File: config.mk
export PLATFORM = sky130hd
export DESIGN_NAME = adc_byte_reader
export DESIGN_NICKNAME = d
export VERILOG_FILES = /design/src/rtl/adcrd_pkg.sv /design/src/rtl/adcrd_pace.sv /design/src/rtl/adcrd_assemble.sv /design/src/rtl/adcrd_pins.sv /design/src/rtl/adc_byte_reader.sv
export SDC_FILE = /design/constraint.sdc
export NUM_CORES = 1
export LEC_CHECK = 0
export BUFFER_PORTS_ARGS = -buffer_cell sky130_fd_sc_hd__buf_2
export CORE_MARGIN = 3
export CORE_UTILIZATION = 54
export CTS_CLUSTER_DIAMETER = 120
export DETAILED_ROUTE_END_ITERATION = 7
export HOLD_SLACK_MARGIN = 0.12
export PLACE_DENSITY = 0.89
export SYNTH_ARGS = -nofsm -noshare
export SYNTH_HDL_FRONTEND = slang
export SYNTH_SLANG_ARGS = --single-unit
File: constraint.sdc
create_clock -name clk -period 2.1 [get_ports clk]
set_clock_uncertainty 0.15 [all_clocks]
set_input_delay 0.315 -clock clk [delete_from_list [all_inputs] [get_ports clk]]
set_output_delay 0.315 -clock clk [all_outputs]
set_load 0.01 [all_outputs]
File: src/rtl/adcrd_pkg.sv
package adcrd_pkg;

   localparam int unsigned RES_W = 12;
   localparam int unsigned NIB_W = 4;
   localparam int unsigned LOB_W = 8;

   typedef enum logic [2:0] {
      S_IDLE,
      S_ARM,
      S_STRB,
      S_GAP,
      S_WLO,
      S_WHI,
      S_DONE
   } seq_t;

   typedef enum logic [1:0] {
      PH_TRIG,
      PH_LOW,
      PH_HIGH,
      PH_END
   } phase_t;

endpackage

File: src/rtl/adcrd_pace.sv
module adcrd_pace #(
   parameter int unsigned LIMIT = 2
) (
   input  logic clk,
   input  logic rst_n,
   input  logic run,
   output logic hit
);

   initial begin
      assert (LIMIT >= 1) else $error("adcrd_pace: LIMIT must be at least 1");
   end

   generate
      if (LIMIT <= 1) begin : g_single
         assign hit = run;
      end else begin : g_count
         localparam int unsigned CW = $clog2(LIMIT);
         localparam logic [CW-1:0] LAST = CW'(LIMIT - 1);
         logic [CW-1:0] cnt;

         always_ff @(posedge clk or negedge rst_n) begin
            if (!rst_n) begin
               cnt <= '0;
            end else if (!run) begin
               cnt <= '0;
            end else if (cnt != LAST) begin
               cnt <= cnt + 1'b1;
            end
         end

         assign hit = run && (cnt == LAST);
      end
   endgenerate

endmodule

File: src/rtl/adcrd_assemble.sv
module adcrd_assemble
   import adcrd_pkg::*;
#(
   parameter bit CHECK_FILL = 1'b1
) (
   input  logic             clk,
   input  logic             rst_n,
   input  logic             start,
   input  logic             word_mode,
   input  logic             cap_low,
   input  logic             cap_high,
   input  logic [RES_W-1:0] data_i,
   output logic [RES_W-1:0] result_o,
   output logic             err_proto_o
);

   logic [RES_W-1:0] res_q;
   logic [NIB_W-1:0] fill_lines;

   assign fill_lines = data_i[LOB_W-1:NIB_W];

   always_ff @(posedge clk or negedge rst_n) begin
      if (!rst_n) begin
         res_q <= '0;
      end else if (cap_low) begin
         if (word_mode) begin
            res_q <= data_i;
         end else begin
            res_q[LOB_W-1:0] <= data_i[LOB_W-1:0];
         end
      end else if (cap_high) begin
         res_q[RES_W-1:LOB_W] <= data_i[NIB_W-1:0];
      end
   end

   assign result_o = res_q;

   generate
      if (CHECK_FILL) begin : g_fill_check
         logic err_q;
         always_ff @(posedge clk or negedge rst_n) begin
            if (!rst_n) begin
               err_q <= 1'b0;
            end else if (start) begin
               err_q <= 1'b0;
            end else if (cap_high && (fill_lines != '0)) begin
               err_q <= 1'b1;
            end
         end
         assign err_proto_o = err_q;

         // a nonzero fill during the upper fetch must be flagged next cycle
         p_fill_flag_r9: assert property (@(posedge clk) disable iff (!rst_n)
            (cap_high && (fill_lines != '0)) |=> err_proto_o);
      end else begin : g_no_fill_check
         assign err_proto_o = 1'b0;
      end
   endgenerate

endmodule

File: src/rtl/adcrd_pins.sv
module adcrd_pins
   import adcrd_pkg::*;
(
   input  seq_t   st,
   input  phase_t ph,
   output logic   cs_n_o,
   output logic   rd_n_o,
   output logic   hben_o
);

   logic active;

   assign active = (st != S_IDLE) && (st != S_DONE);
   assign cs_n_o = !active;
   assign rd_n_o = (st != S_STRB);
   assign hben_o = active && ((ph == PH_HIGH) || (ph == PH_END));

endmodule

File: src/rtl/adc_byte_reader.sv
module adc_byte_reader
   import adcrd_pkg::*;
#(
   parameter int unsigned STROBE_CYC  = 2,
   parameter int unsigned GAP_CYC     = 2,
   parameter int unsigned TIMEOUT_CYC = 1000,
   parameter bit          CHECK_FILL  = 1'b1
) (
   input  logic             clk,
   input  logic             rst_n,
   input  logic             req_i,
   input  logic             mode_byte_i,
   input  logic             busy_i,
   input  logic [RES_W-1:0] data_i,
   output logic             cs_n_o,
   output logic             rd_n_o,
   output logic             hben_o,
   output logic             done_o,
   output logic [RES_W-1:0] result_o,
   output logic             err_proto_o,
   output logic             err_timeout_o
);

   initial begin
      assert (STROBE_CYC >= 1)  else $error("adc_byte_reader: STROBE_CYC must be >= 1");
      assert (GAP_CYC >= 1)     else $error("adc_byte_reader: GAP_CYC must be >= 1");
      assert (TIMEOUT_CYC >= 2) else $error("adc_byte_reader: TIMEOUT_CYC must be >= 2");
   end

   seq_t   st_q;
   phase_t ph_q;
   logic   byte_q;
   logic   tmo_q;

   logic strobe_run, gap_run, wait_run;
   logic strobe_hit, gap_hit, wait_expire;
   logic cap_low, cap_high, start;

   assign strobe_run = (st_q == S_STRB);
   assign gap_run    = (st_q == S_GAP);
   assign wait_run   = (st_q == S_ARM) || (st_q == S_WLO) || (st_q == S_WHI);

   adcrd_pace #(.LIMIT(STROBE_CYC)) u_strobe (
      .clk(clk), .rst_n(rst_n), .run(strobe_run), .hit(strobe_hit));

   adcrd_pace #(.LIMIT(GAP_CYC)) u_gap (
      .clk(clk), .rst_n(rst_n), .run(gap_run), .hit(gap_hit));

   adcrd_pace #(.LIMIT(TIMEOUT_CYC)) u_wait (
      .clk(clk), .rst_n(rst_n), .run(wait_run), .hit(wait_expire));

   assign start    = (st_q == S_IDLE) && req_i;
   assign cap_low  = strobe_hit && (ph_q == PH_LOW);
   assign cap_high = strobe_hit && (ph_q == PH_HIGH);

   always_ff @(posedge clk or negedge rst_n) begin
      if (!rst_n) begin
         st_q   <= S_IDLE;
         ph_q   <= PH_TRIG;
         byte_q <= 1'b0;
         tmo_q  <= 1'b0;
      end else begin
         unique case (st_q)
            S_IDLE: begin
               if (req_i) begin
                  st_q   <= S_ARM;
                  ph_q   <= PH_TRIG;
                  byte_q <= mode_byte_i;
                  tmo_q  <= 1'b0;
               end
            end
            S_ARM: begin
               if (busy_i) begin
                  st_q <= S_STRB;
               end else if (wait_expire) begin
                  tmo_q <= 1'b1;
                  st_q  <= S_DONE;
               end
            end
            S_STRB: begin
               if (strobe_hit) begin
                  st_q <= S_GAP;
                  if (ph_q == PH_LOW) begin
                     ph_q <= byte_q ? PH_HIGH : PH_END;
                  end else if (ph_q == PH_HIGH) begin
                     ph_q <= PH_END;
                  end
               end
            end
            S_GAP: begin
               if (gap_hit) begin
                  if (ph_q == PH_TRIG) begin
                     st_q <= S_WLO;
                  end else if (ph_q == PH_HIGH) begin
                     st_q <= S_STRB;
                  end else begin
                     st_q <= S_DONE;
                  end
               end
            end
            S_WLO: begin
               if (!busy_i) begin
                  st_q <= S_WHI;
               end else if (wait_expire) begin
                  tmo_q <= 1'b1;
                  st_q  <= S_DONE;
               end
            end
            S_WHI: begin
               if (busy_i) begin
                  st_q <= S_STRB;
                  ph_q <= PH_LOW;
               end else if (wait_expire) begin
                  tmo_q <= 1'b1;
                  st_q  <= S_DONE;
               end
            end
            S_DONE: begin
               st_q <= S_IDLE;
            end
            default: st_q <= S_IDLE;
         endcase
      end
   end

   adcrd_pins u_pins (
      .st(st_q), .ph(ph_q),
      .cs_n_o(cs_n_o), .rd_n_o(rd_n_o), .hben_o(hben_o));

   adcrd_assemble #(.CHECK_FILL(CHECK_FILL)) u_asm (
      .clk(clk), .rst_n(rst_n), .start(start), .word_mode(!byte_q),
      .cap_low(cap_low), .cap_high(cap_high), .data_i(data_i),
      .result_o(result_o), .err_proto_o(err_proto_o));

   assign done_o        = (st_q == S_DONE);
   assign err_timeout_o = tmo_q;

   // ---------------- assertion support: run lengths of the read line
   logic [15:0] lo_run, hi_run;
   always_ff @(posedge clk or negedge rst_n) begin
      if (!rst_n) begin
         lo_run <= '0;
         hi_run <= '0;
      end else if (!rd_n_o) begin
         hi_run <= '0;
         if (lo_run != 16'hFFFF) lo_run <= lo_run + 1'b1;
      end else begin
         lo_run <= '0;
         if (hi_run != 16'hFFFF) hi_run <= hi_run + 1'b1;
      end
   end

   // every strobe lasts exactly STROBE_CYC cycles
   p_strobe_len_r2: assert property (@(posedge clk) disable iff (!rst_n)
      $rose(rd_n_o) |-> (lo_run == 16'(STROBE_CYC)));

   // read strobe only under an asserted select
   p_rd_in_cs_r3: assert property (@(posedge clk) disable iff (!rst_n)
      !rd_n_o |-> !cs_n_o);

   // byte-select frozen while the strobe is low
   p_hben_hold_r4: assert property (@(posedge clk) disable iff (!rst_n)
      (!rd_n_o && $past(!rd_n_o)) |-> (hben_o == $past(hben_o)));

   // idle gap before every data strobe
   p_gap_r5: assert property (@(posedge clk) disable iff (!rst_n)
      ($fell(rd_n_o) && (ph_q != PH_TRIG)) |-> (hi_run >= 16'(GAP_CYC)));

   // data read only once the status line is back high
   p_read_after_conv_r6: assert property (@(posedge clk) disable iff (!rst_n)
      ($fell(rd_n_o) && (ph_q == PH_LOW)) |-> $past(busy_i));

   // done lasts a single cycle
   p_done_once_r11: assert property (@(posedge clk) disable iff (!rst_n)
      done_o |=> !done_o);

   // trigger only while the converter is idle
   p_trig_idle_r12: assert property (@(posedge clk) disable iff (!rst_n)
      ($fell(rd_n_o) && (ph_q == PH_TRIG)) |-> $past(busy_i));

endmodule

# Word level (Yosys, flattened, before mapping)
# Index checks and enable logic that the tools add are counted.
[classes]
muxes = 32
n_reduce_logical = 27
n_addsub = 3
n_eq_ne = 22
[ops]
columns = ["operator", "n"]
rows = [
  ["3-bit 2-to-1 mux", 8],
  ["10-bit 2-to-1 mux", 2],
  ["2-bit != test, second input constant", 8],
  ["3-bit one-hot mux with 5 select lines", 1],
  ["4-bit 2-to-1 mux", 3],
  ["1-bit 2-to-1 mux", 11],
  ["10-bit by 1-bit adder with 10-bit output, second input constant", 1],
  ["10-bit equality test, second input constant", 1],
  ["2-bit 2-to-1 mux", 5],
  ["10-bit != test, second input constant", 1],
  ["3-bit equality test, second input constant", 3],
  ["1-bit logical AND", 9],
  ["3-bit nonzero test", 3],
  ["3-bit by 2-bit equality test with 1-bit output, second input constant", 2],
  ["3-bit != test, second input constant", 2],
  ["2-bit one-hot mux with 3 select lines", 1],
  ["5-bit AND reduction", 1],
  ["2-bit equality test, second input constant", 2],
  ["2-bit AND reduction", 2],
  ["4-bit AND reduction", 1],
  ["2-bit nonzero test", 2],
  ["4-bit nonzero test", 1],
  ["3-bit by 1-bit equality test with 1-bit output, second input constant", 1],
  ["3-bit logical NOT", 1],
  ["other kinds (9)", 12],
]
[totals]
elab_cells = 94
out_inout_bits = 18
reg_bits = 32

# Depth between registers and ports, before layout
# Gate-level depths: netlist of run 1.
[depth]
ltp_word = 7
depth_mapped = 6

# By module
# A second synthesis of run 1 with hierarchy kept.
[unflattened]
cells_unflattened = 169
hier_area_um2 = 1774.2
[by_module_without_submodules]
columns = ["mod", "cells_each", "instances", "area_each_um2", "seq_area_each_um2"]
rows = [
  ["adcrd_assemble", 39, 1, 596.8, 325.3],
  ["adc_byte_reader", 67, 1, 554.3, 175.2],
  ["adcrd_pace at u_wait", 55, 1, 531.8, 250.2],
  ["adcrd_pace at u_gap ...", 2, 2, 31.3, 25.0],
  ["adcrd_pins", 4, 1, 28.8, 0.0],
]

# Worst setup path before layout of run 1
# Ideal clock, no wire load.
[synth_path]
path_kind = "flip-flop to output port"
start = "register st_q[2]"
end = "output port hben_o"
stages_incl_launch_ff = 5
arrival_ns = 1.128
setup_slack_ns = 0.507
path_cell_list = "dfrtp_1 > buf_4 > and2b_4 > nor3_2 > nor2b_1"
[synth_via]
elab_chain_cells = 3
elab_cells_between_ends = 4
cone_classes = "1 x eq/ne; 3 x reduce/logical"
[synth_lines]
columns = ["item", "line", "source"]
rows = [
  ["start: declaration", "adc_byte_reader.sv:30", "seq_t st_q;"],
  ["start signal: assignment", "adc_byte_reader.sv:58", "st_q <= S_IDLE;"],
  ["start signal: assignment", "adc_byte_reader.sv:66", "st_q <= S_ARM;"],
  ["start signal: assignment", "adc_byte_reader.sv:74", "st_q <= S_STRB;"],
  ["3-bit != test / 3-bit nonzero test (equally long branches)", "adcrd_pins.sv:13", "assign active = (st != S_IDLE) && (st != S_DONE);"],
  ["1-bit logical AND (*)", "adcrd_pins.sv:13", ""],
  ["1-bit logical AND (*)", "adcrd_pins.sv:16", "assign hben_o = active && ((ph == PH_HIGH) || (ph == PH_END));"],
  ["end: declaration", "adc_byte_reader.sv:17", "output logic hben_o,"],
]
# Mark *: on every way between the ends. The rest lies on a longest branch, timed or not.

# Worst setup path after layout of run 1
# Ends and elaborated chain as after synthesis.

==> out/summary.txt, run 1 <==
Status: finished, final reports clean
Hold EP: st_q[2]
Post-DP HPWL: 2680 µm
Die footprint: 0.00396 mm²
R2r endpoint: st_q[1]
Clock Latency Late Sink: 0.35 ns
DRT Pass-1 Iters: 4
Setup ws final: 0.118 ns
Initial Util: 0.568
Setup TNS: 0 ns
Diodes inserted: 0
Kind of critical path: flop to output pin
Synthesized area: 0.00175 mm²
Peak supply drop: 0.805 mV
Power Total: 0.00277 W
Final setup vio count: 0
Pwr/cell area: 1280 mW/mm²
Row cnt: 20
Maximum clock rate: 505 MHz
Routed wire length: 3950 µm
Clock Pin Slew Worst Setup and Hold Paths: 0.10 ns
Die width: 62.9 µm
CP max FO: 12
R2R cell count: 4
Dpl ws: 0.313 ns
Number of CTS-inserted buffers: 5
Final worst path period need: 1.98 ns
Leak: 0.997 nW
DR vias: 1,366
Max Cap Violations: 0
Filler Cell Count: 221
Synth Instances: 153
Iter 0 DRT Violations: 62
WL/cell: 15.9 µm
Grt ovf: 0
Global-route wire length before repair: 7060 µm
Final Max Slew Viols: 0
Placed Cells incl. Taps: 227
Vias per std cell: 5.49
CTS root buffer: clkbuf_4
Fin. Hold Viols: 0
Layout cells sized above 1: 0.351
# IOs: 35
Yosys Warn Count: 0
Post-synthesis sequential area ratio: 0.458
IO buf count: 34
Nets@finish: 222
Measured slew at the worst slew-check pin: 0.688 ns
Post-Layout Cell Count: 249
#FFs+latches synth: 32
Largest net degree at the start of global routing: 33
Crit. End Element: output pin
Initial antenna violation count: 0
Max Buffers Root-to-Sink: 2
Critical Path RT: 1.63 ns
Worst hold start: busy_i
Fin crit share: 0.944
Worst Path Arrival: 1.52 ns
Area delta synth->final: 23.8%
DRC: 0
Global Route Usage Sum: 0.230
Slew margin rel.: 0.541
Synth Net Count: 171
CP Launch Type: flop
Most common cell after layout, fill and taps aside: buf_2
Detail Route Antenna Nets: 0
Core box area: 0.00308 mm²
Vias in the first global route: 1,467
CTS Sinks: 32
TritonCTS clock tree: yes
Worst R2R Start: st_q[0]
Most frequent cells in the layout: buf_2 (34), dfrtp_1 (30), nor2_1 (16)
Die height: 62.9 µm
Worst min-delay path class: input pin to flop
GPL Wtd Cong: 0.825
Hold Path Stages: 4
CTS H-tree lvls: 2
R2r setup slk: 0.31 ns
Post-synthesis cell type count: 49
Syn avg cell area: 11.4 µm²
RSZ-0062 raised after global routing: no
## area by class of cell
class                   instances  area (µm²)  share of cell area
multi-input cells             111         887               0.410
flip-flops and latches         32         803               0.371
repair buffers                 50         325               0.150
well taps                      44        55.1              0.0254
clock inverters                 3        42.5              0.0196
clock buffers                   5        37.5              0.0173
inverters                       4        15.0             0.00693
## synthesized netlist by cell type, drive strengths merged
master	instances	area, µm²
o32a	1	10.0
a221oi	1	8.76
nand4bb	1	27.5
and4	1	8.76
o311ai	1	16.3
xnor2	2	17.5
a2bb2oi	1	8.76
nand2b	2	12.5
nor2b	5	31.3
o32ai	1	27.5
o2111ai	1	15.0
or3b	1	8.76
ha	1	12.5
o21ai	11	66.3
mux2i	7	70.1
mux2	9	131
clkbuf	1	3.75
a32o	3	30.0
nand4	2	12.5
or4	2	18.8
a311oi	1	8.76
nor3	3	31.3
nand2	16	76.3
inv	4	15.0
nand3	3	20.0
and2b	2	17.5
and3	1	11.3
nor2	17	71.3
xor2	6	52.6
a21o	1	7.51
dfrtp	32	801
o21bai	1	7.51
nor3b	2	20.0
buf	5	42.5
a21oi	5	28.8
## metal layers
metal	wire (µm)	up-vias	track usage
li1	-	646	-
met1	1710	673	0.276
met2	1960	41	0.390
met3	221	6	0.0683
met4	63	0	0.0771
met5	0	-	0
## power by group
group	internal (W)	total (W)	switching, W
Clock	0.000248	0.000473	0.000225
Combinational	0.000600	0.00120	0.000604
Sequential	0.000828	0.00109	0.000265
## worst max path at each step
stage | startpoint | cells past startpoint | endpoint | slack [ns]
after global routing | st_q[2] | 4 | hben_o | 0.05
after global placement | st_q[0] | 4 | st_q[1] | 0.41
after detailed placement | st_q[0] | 4 | st_q[1] | 0.31
final | st_q[2] | 4 | hben_o | 0.12
after CTS | st_q[1] | 4 | hben_o | 0.04
after floorplan | st_q[2] | 4 | hben_o | 0.51
## stage by stage
step	utilization	area, µm²	hold WS (ns)
after detailed placement	0.631	1940	0.251
final	0.704	2170	0.234
after floorplan	-	1750	-0.131
after global routing	0.704	2170	0.252
after CTS	0.703	2160	0.202
after global placement	0.631	1940	0.248
## critical path: stages (launching register included)
cell and delay [ns]:
dfrtp_2 0.52, and2b_4 0.25, nor3_2 0.19, nor2b_1 0.08
buf_2 0.14
## state kept, by name, summed over array words and instances (netlist names)
register / count
st_q: 3
u_wait.g_count.cnt: 10
u_asm.result_o: 12
err_timeout_o: 1
u_gap.g_count.cnt: 1
u_strobe.g_count.cnt: 1
ph_q: 2
u_asm.err_proto_o: 1
byte_q: 1
## logic make-up (layout without fill, tap and decap cells)
logic type,Yosys count,after routing,share of synthesized area
DFF,32,32,0.458
adders and majority gates,1,1,0.00715
AOI/OAI and AO/OA,28,28,0.134
and+or+nand+nor,58,58,0.210
buffers and inverters,10,62,0.0350
xor gates and xnor gates,8,8,0.0401
muxes,16,16,0.115
## timing repair
action / in CTS / in global routing
endpoints found under the hold margin: 45 / 0
endpoints found under the setup margin: 1 / 1
gates resized for setup: 1 / 1
hold buffers: 14 / 0
pin swaps: 0 / 0
buffers inserted: 0 / 0
Note: power is estimated with default switching activity, not from simulation.
==> inputs of run 2 (changes only) <==
==> constraint.sdc (replaced) <==
create_clock -name clk -period 2 [get_ports clk]
set_clock_uncertainty 0.15 [all_clocks]
set_input_delay 0.3 -clock clk [delete_from_list [all_inputs] [get_ports clk]]
set_output_delay 0.3 -clock clk [all_outputs]
set_load 0.01 [all_outputs]
==> out/summary.txt, run 2 (synthesized netlist as in run 1, its figures left out) <==
R2r setup slk: 0.22 ns
Final setup vio count: 0
Die height: 62.9 µm
Final Max Slew Viols: 0
Routed wire length: 4100 µm
Die footprint: 0.00396 mm²
Worst Path Arrival: 1.44 ns
DRC: 0
Final Core Density: 0.713
Vias in the first global route: 1,420
DRT Pass-1 Iters: 4
Worst path max stage delay: 0.52 ns
Kind of critical path: flop to output pin
CTS H-tree lvls: 2
IO buf count: 34
Setup TNS: 0 ns
Global-route wire length before repair: 6770 µm
Max reg flops: 12
Clock Pin Slew Worst Setup and Hold Paths: 0.10 ns
Row cnt: 20
Largest net degree at the start of global routing: 33
Most common cell after layout, fill and taps aside: buf_2
Crit. End Element: output pin
Global Route Usage Sum: 0.219
Initial antenna violation count: 0
CP max FO: 10
Worst R2R Start: u_wait.g_count.cnt[0]
Area delta synth->final: 25.4%
Layout cells sized above 1: 0.384
Grt ovf: 0
Fin. Hold Viols: 0
Max Cap Violations: 0
Hold Path Stages: 3
CP Launch Type: flop
CP cell instances: buf_4 -> nor3_2 -> nor2b_1 -> buf_2
Peak supply drop: 0.713 mV
DR vias: 1,388
# IOs: 35
CTS Sinks: 32
Post-DP HPWL: 2630 µm
Crit path max-delay family: flip-flops
Status: finished, final reports clean
R2R cell count: 5
GPL Wtd Cong: 0.839
Dpl cell area: 0.00195 mm²
Critical Path RT: 1.55 ns
TritonCTS clock tree: yes
Dpl ws: 0.274 ns
Max Buffers Root-to-Sink: 2
Worst min-delay path class: input pin to flop
Slew margin rel.: 0.524
Setup ws final: 0.112 ns
Max stage delay cell, worst path: dfrtp_2
Worst hold start: data_i[11]
Pwr/cell area: 1310 mW/mm²
Most frequent cells in the layout: buf_2 (34), dfrtp_1 (29), nor2_1 (16)
Cell area after layout: 0.00219 mm²
Filler Cell Count: 213
Detail Route Antenna Nets: 0
Die width: 62.9 µm
WP buf/inv: 2
Leak: 1.03 nW
Power Total: 0.00288 W
Maximum clock rate: 530 MHz
Fin crit share: 0.944
Nets@finish: 228
Number of CTS-inserted buffers: 5
Measured slew at the worst slew-check pin: 0.714 ns
Instance count on the critical path: 4
Clock Latency Late Sink: 0.34 ns
Diodes inserted: 0
Core box area: 0.00308 mm²
Final worst path period need: 1.89 ns
Hold EP: u_asm.result_o[11]
R2r endpoint: st_q[0]
Initial Util: 0.568
Iter 0 DRT Violations: 85
RSZ-0062 raised after global routing: no
WL/cell: 16.1 µm
Vias per std cell: 5.44
CTS root buffer: clkbuf_4
## run 2: changes by cell type in the layout (fill, tap and decap cells not counted), sizes merged
cell / previous run / this run
clkinvlp: 1 / 0
clkbuf: 5 / 6
buf: 36 / 43
dlygate4sd3: 14 / 13
clkinv: 1 / 2
bufinv: 1 / 0
## run 2: per-stage QoR
stage	hold WS (ns)	std cells
after detailed placement	0.243	228
after floorplan	-0.146	153
after global placement	0.226	228
after CTS	0.127	249
final	0.131	255
after global routing	0.144	255
## run 2: repair_timing
action | CTS | global route
setup endpoints to repair | 2 | 2
hold buffers | 13 | 0
endpoints found under the hold margin | 44 | 0
gates resized for setup | 1 | 3
buffers inserted | 0 | 6
## run 2: how the worst max path moves through the flow
stage | startpoint | endpoint | slack (ns)
after global routing | st_q[0] | hben_o | 0.005
final | st_q[0] | hben_o | 0.11
after CTS | st_q[1] | hben_o | 0.009
after detailed placement | u_wait.g_count.cnt[0] | u_wait.g_count.cnt[1] | 0.27
after global placement | st_q[2] | hben_o | 0.32
after floorplan | st_q[2] | hben_o | 0.42
## run 2: per-layer routing
metal,global-route usage,wire length (µm)
met5,0,0
met2,0.377,2060
met3,0.0558,220
met4,0.0909,55
met1,0.258,1760
## run 2: cell type report
cell class	count	area, µm²	area share
Inverter	4	15.0	0.00685
Clock buffer	6	51.3	0.0234
Timing Repair Buffer	56	368	0.168
Tap cell	44	55.1	0.0251
Clock inverter	2	10.0	0.00456
Sequential cell	32	805	0.367
Multi-Input combinational cell	111	890	0.406
## run 2: worst min-delay path, delay by kind of cell
kind                   cells  cell delay [ns]
multiplexers               1             0.08
buffers and inverters      1             0.08
AO/OA/AOI/OAI              1             0.12
## run 2: where the power goes
group | switching [W] | leakage [nW] | total [W] | internal [W]
Clock | 0.000223 | 0.0380 | 0.000390 | 0.000167
Combinational | 0.000686 | 0.588 | 0.00137 | 0.000683
Sequential | 0.000251 | 0.399 | 0.00112 | 0.000873
Total | 0.00116 | 1.03 | 0.00288 | 0.00172
